### src/rtl/carry_bit_unit.sv
module carry_bit_unit #(
  parameter int DATA_W = 8,
  parameter int OP_W   = 4
) (
  input  logic                      clk,
  input  logic                      rst_n,
  input  logic                      in_valid,
  input  logic [OP_W-1:0]           in_op,
  input  logic [DATA_W-1:0]         in_byte,
  input  logic [$clog2(DATA_W)-1:0] in_imm,
  input  logic [DATA_W-1:0]         in_regval,
  input  logic                      in_use_reg,
  input  logic                      in_carry,
  input  logic                      in_zero,
  output logic                      out_valid,
  output logic [DATA_W-1:0]         out_byte,
  output logic                      out_we,
  output logic                      out_carry,
  output logic                      out_zero
);
  localparam int BW = $clog2(DATA_W);

  logic [BW-1:0]     pos;
  logic              bitv;
  logic              legal;
  logic [DATA_W-1:0] mask;
  logic [DATA_W-1:0] nb;
  logic              nwe, nc, nz;

  assign pos   = in_use_reg ? in_regval[BW-1:0] : in_imm;
  assign bitv  = in_byte[pos];
  assign mask  = {{(DATA_W-1){1'b0}}, 1'b1} << pos;
  assign legal = (in_op <= OP_W'(13)) && (!in_use_reg || in_op <= OP_W'(3));

  always_comb begin
    nb  = in_byte;
    nwe = 1'b0;
    nc  = in_carry;
    nz  = in_zero;
    if (legal) begin
      case (in_op)
        OP_W'(0):  begin nb = in_byte | mask;  nwe = 1'b1; end
        OP_W'(1):  begin nb = in_byte & ~mask; nwe = 1'b1; end
        OP_W'(2):  begin nb = in_byte ^ mask;  nwe = 1'b1; end
        OP_W'(3):  nz = ~bitv;
        OP_W'(4):  nc = bitv;
        OP_W'(5):  nc = ~bitv;
        OP_W'(6):  begin nb = in_carry  ? (in_byte | mask) : (in_byte & ~mask); nwe = 1'b1; end
        OP_W'(7):  begin nb = !in_carry ? (in_byte | mask) : (in_byte & ~mask); nwe = 1'b1; end
        OP_W'(8):  nc = in_carry & bitv;
        OP_W'(9):  nc = in_carry & ~bitv;
        OP_W'(10): nc = in_carry | bitv;
        OP_W'(11): nc = in_carry | ~bitv;
        OP_W'(12): nc = in_carry ^ bitv;
        OP_W'(13): nc = in_carry ^ ~bitv;
        default: ;
      endcase
    end
  end

  always_ff @(posedge clk) begin
    if (!rst_n) begin
      out_valid <= 1'b0;
      out_byte  <= '0;
      out_we    <= 1'b0;
      out_carry <= 1'b0;
      out_zero  <= 1'b0;
    end else begin
      out_valid <= in_valid;
      if (in_valid) begin
        out_byte  <= nb;
        out_we    <= nwe;
        out_carry <= nc;
        out_zero  <= nz;
      end
    end
  end
endmodule

### config.mk
export PLATFORM = sky130hd
export DESIGN_NAME = carry_bit_unit
export DESIGN_NICKNAME = d
export VERILOG_FILES = /design/src/rtl/carry_bit_unit.sv
export SDC_FILE = /design/constraint.sdc
export NUM_CORES = 1
export LEC_CHECK = 0
export ABC_AREA = 1
export BUFFER_PORTS_ARGS = -buffer_cell sky130_fd_sc_hd__buf_2
export CAP_MARGIN = 15
export CORE_UTILIZATION = 54
export CTS_BUF_LIST = sky130_fd_sc_hd__clkbuf_4 sky130_fd_sc_hd__clkbuf_8
export CTS_CLUSTER_SIZE = 24
export DETAILED_ROUTE_END_ITERATION = 8
export MAX_ROUTING_LAYER = met4
export PLACE_DENSITY = 0.83
export SLEW_MARGIN = 20
export SYNTH_ARGS = -nofsm -noshare
export SYNTH_HDL_FRONTEND = slang
export SYNTH_SLANG_ARGS = --single-unit
### constraint.sdc
create_clock -name clk -period 2.85 [get_ports clk]
set_clock_uncertainty 0.15 [all_clocks]
set_input_delay 0.855 -clock clk [delete_from_list [all_inputs] [get_ports clk]]
set_output_delay 0.855 -clock clk [all_outputs]
set_load 0.01 [all_outputs]
# [After elaboration in Yosys (flattened, before gate mapping)]
# Cells that the tools add are included.
[totals] elab_cells=51 register_bits=12 output_inout_bits=12 input_bits=29
[classes] reduce_logical=5 n_bitwise=11 mux=13 n_shift=1 eq_ne=13 order_cmp=3
[op_table] operator="$pmux 8 s5" count=1
[op_table] operator="$eq 4x4->1 const B" count=6
[op_table] operator="$mux 8" count=3
[op_table] operator="$eq 4x3->1 const B" count=4
[op_table] operator="$and 8x8->8" count=1
[op_table] operator="$eq 4x2->1 const B" count=2
[op_table] operator="$not 8->8" count=1
[op_table] operator="$or 8x8->8" count=1
[op_table] operator="$pmux 1 s8" count=1
[op_table] operator="$shl 1x3->8 const A" count=1
[op_table] operator="$xor 8x8->8" count=1
[op_table] operator="$mux 1" count=6
[op_table] operator="$reduce_or 5->1" count=1
[op_table] operator="$eq 4x1->1 const B" count=1
[op_table] operator="$le 4x2->1 const B" count=1
[op_table] operator="$le 4x4->1 const B" count=1
[op_table] operator="$logic_not 4->1" count=1
[op_table] operator="$lt 3x4->1 const B" count=1
[op_table] operator="$bmux 1 s3" count=1
[op_table] operator="$mux 3" count=1
[op_table] operator="$and 1x1->1" count=2
[op_table] operator="$or 1x1->1" count=2
[op_table] operator="$xor 1x1->1" count=2
[op_table] operator="$logic_and 1x1->1" count=1
[op_table] operator="other kinds (3)" count=3

# [Logic depth before layout (Yosys ltp)]
[depth] ltp_word=7 ltp_mapped=15 depth_no_buf=14

# [Least setup slack after synthesis]
# Ideal clock, no wire load.
[synth_path] kind="input-to-reg" start="input port in_use_reg" end="register out_byte[1]" arrival_ps=2236 stages=13 setup_slack_ps=395 required_ps=2630 setup_time_ps=70 path_cell_list="buf_6 > inv_1 > nand2_1 > nand2_4 > inv_1 > nor2_1 > nand2_1 > ha_1 > nand4_1 > o211a_1 > o21ai_0 > nand2_1 > a21oi_1"
[synth_between] elab_chain_len=7 elab_cells_between_ends=13 classes_between="1 x shift; 5 x mux; 4 x bitwise; 3 x reduce/logical"
[synth_rtl] item="start, declared" line_no="12" source="input logic in_use_reg,"
[synth_rtl] item="$mux 3" line_no="30" source="assign pos = in_use_reg ? in_regval[BW-1:0] : in_imm;"
[synth_rtl] item="$shl 1x3->8" line_no="32" source="assign mask = {{(DATA_W-1){1'b0}}, 1'b1} << pos;"
[synth_rtl] item="$not 8->8" line_no="43, 48, 49"
[synth_rtl] item="$and 8x8->8" line_no="43, 48, 49"
[synth_rtl] item="$mux 8 (on tied branches)" line_no="49, 48"
[synth_rtl] item="$pmux 8 s5" line_no="41" source="case (in_op)"
[synth_rtl] item="$mux 8 *" line_no="40" source="if (legal) begin"
[synth_rtl] item="end signal, assigned" line_no="71" source="out_byte <= nb;"
[synth_rtl] item="end, declared" line_no="16" source="output logic [DATA_W-1:0] out_byte,"
# Mark *: on every way between the ends. The rest lies on a longest branch, timed or not.
# A chain may end at the register's enable or synchronous reset.

# [Worst setup path after layout]
[layout_path] start="input port in_use_reg" end="register out_byte[2]"
# Same word-level chain as after synthesis.

==> metrics <==
CP top delay family=simple AND/OR/NAND/NOR gates; Synth top area share=17.41%; outcome=finished, final reports clean; Tot GR Track Use=31.46%; DRT iter0 DRCs=41; Req. time, crit path=2920 ps; #FFs+latches synth=12; vias after detailed routing=1,572; worst path arrival time=2470 ps; Hold Crit Class=reg2reg; fin crit share=84.29%; most common cell in the netlist=nand2_1; largest area contributor in the netlist=dfxtp_1; initial antenna violation count=0; multi-input combinational cell area=988.4 µm²; largest net degree at the start of global routing=16; vias in the first global route=1,410; Ports=41; initial core utilization=59.53%; crit-path cells=buf_2 > inv_1 > nand2_1 > nand2_4 > nor2_1 > nand2_1 > ha_1 > nand4_1 > o211a_1 > o21ai_0 > nand2_1 > a21oi_1; top layer in use=met4; synth unique cells=25; layout cells sized above 1=17.42%; TritonCTS Sinks=12; min Tclk post-route=2402 ps; Root Driver=clkbuf_4; Antenna Nets Post-Route=0; Worst-path clk slew=90 ps; global route total overflow=0; Max VDD drop=303.5 µV; drt first pass iters=5; Reg2Reg Depth=2; TritonCTS buffer count=3; routed wire length=3.601 mm; Post-CTS Resized=0; # hold bufs at CTS=0; Syn Area/Cell=6.053 µm²; Max Transition Viols Final=0; Inserted Diodes=0; Die W=52.56 µm; P_leak=0.8266 nW; Post-synth ARST share=0%; startpoint types=primary input; Filler Cell Count=231; RSZ-0062 raised after global routing=no; Met3 Wirelength=245 µm; Hold Fails Final Rpt=0; gpl congestion=0.9139; most used cell, CP=nand2_1; mapped cell area=1380 µm²; CP bufs+invs=2; setup slack, reg-to-reg=2050 ps; WL/cell=12.33 µm; post-DP HPWL=2.670 mm; ys flop type=dfxtp_1; synth cell count leaders=63 x nand2_1, 29 x inv_1, 22 x a21oi_1; Syn Inst Count=228; Worst R2R End=out_byte[7]; H-tree depth=1; sequential-to-total area share from yosys stat=17.41%; metal2 WL=1.639 mm; first-pass GRT wire length=6.134 mm; routed vias/inst=5.384; fin nets=310; CP startpoint=in_use_reg; CTS tree=built; setup TNS=0 ps; crit-path max FO=8; met1 WL=1.661 mm; power per cell area=322.7 nW/µm²; Area contributors post-synth=dfxtp_1 17%, nand2_1 17%, ha_1 15%, a21oi_1 8.0%, inv_1 7.9%; max_slew headroom=70.86%; Final setup viols=0; die area=2762 µm²; Worst path depth=12; Post-Syn Nets=273; max_cap viols=0; Area Overhead vs Synth=16.41%; Fmax achieved=416.3 MHz; # port buffers=35; CORE AREA=2318 µm²; Die Y=52.56 µm; CP endpoint=out_byte[2]; number of flops mapped to enable cells by yosys=0; Row Count=17; measured slew at the worst slew-check pin=434.1 ps; YS warnings=0; setup bufs post-CTS=0; worst stage delay on the critical path=300 ps; RR Startpoint=out_byte[7]; DRC=0; clk buf depth=2; clock latency on the worst-skew pair=280 ps; Critical-path top delay cell=ha_1; CP endpoint kind=flop; hold slack=312.3 ps; WS Path Type=in2reg; FF/Latch Area=240.2 µm²
[placed cells by master, fill, tap and decap left out]
master / synthesis / final
clkbuf_4: 0 / 3
buf_4: 0 / 2
inv_1: 29 / 29
a211oi_1: 1 / 1
clkbuf_8: 0 / 1
dfxtp_1: 12 / 12
nand2_1: 63 / 63
ha_1: 16 / 16
nand2_4: 1 / 1
nor3_1: 2 / 2
a21oi_1: 22 / 22
xor2_1: 1 / 1
nor2_1: 17 / 17
nand3b_1: 1 / 1
nand3_1: 20 / 20
inv_2: 1 / 1
clkinv_1: 1 / 1
nor2_4: 2 / 2
o21ai_0: 17 / 17
nand4_1: 6 / 6
o211a_1: 5 / 5
o211ai_1: 2 / 2
nor2_2: 1 / 1
buf_2: 1 / 35
o22ai_1: 1 / 1
o21ai_1: 2 / 2
[cells by family after synthesis]
| family | share of synthesized area, % |
|---|---|
| flops | 17.41 |
| fa+ha+maj | 14.51 |
| xor+xnor | 0.6347 |
| simple gates | 35.90 |
| compound gates | 20.58 |
| buf+inv | 10.97 |
[registers in the layout, indices dropped and copies added (netlist names)]
signal	flops
out_carry	1
out_valid	1
out_zero	1
out_we	1
out_byte	8
[how the worst min path moves through the flow]
stage	startpoint	endpoint	slack [ps]	depth (start not counted)
finish	out_zero	out_zero	310	2
global route	out_zero	out_zero	360	2
CTS	out_zero	out_zero	320	2
detailed placement	out_zero	out_zero	300	2
global placement	out_zero	out_zero	300	2
floorplan	out_zero	out_zero	340	2
[tightest hold or removal path: cells and delay by family, from the launching register on]
| kind | cells | cell delay [ps] |
|---|---|---|
| AO/OA/AOI/OAI | 1 | 50 |
| flip-flops | 1 | 320 |
| AND/OR/NAND/NOR | 1 | 60 |
[layer usage]
| layer | vias to the layer above | global-route usage [%] |
|---|---|---|
| li1 | 828 | - |
| met1 | 682 | 39.72 |
| met2 | 56 | 50.84 |
| met3 | 6 | 4.348 |
| met4 | 0 | 11.40 |
| met5 | - | - |
[area by class of cell]
| class | count | share of cell area (%) |
|---|---|---|
| clock buffers | 4 | 2.259 |
| inverters | 31 | 7.243 |
| multi-input cells | 180 | 61.53 |
| flip-flops and latches | 12 | 14.95 |
| well taps | 28 | 2.181 |
| repair buffers | 37 | 11.84 |
[per-stage QoR]
stage	util (%)	area (µm²)	power (W)	instances	worst slack (ps)
after floorplan	-	1380	0.0003116	228	394.6
after global placement	67.73	1570	0.0003682	288	219.4
after detailed placement	67.73	1570	0.0003716	288	195.4
after CTS	69.29	1607	0.0005197	292	475.2
after global routing	69.29	1607	0.0005564	292	240.9
final	69.29	1607	0.0005184	292	447.9
[report_power, final]
part,internal [W],total (W),switching [W],leakage [nW]
combinational,0.0000681,0.000186,0.000118,0.706
sequential,0.000180,0.000185,0.00000494,0.0996
clock,0.0000779,0.000147,0.0000695,0.0210
total,0.000326,0.000518,0.000193,0.827
Power figures use the tool's default switching activity.
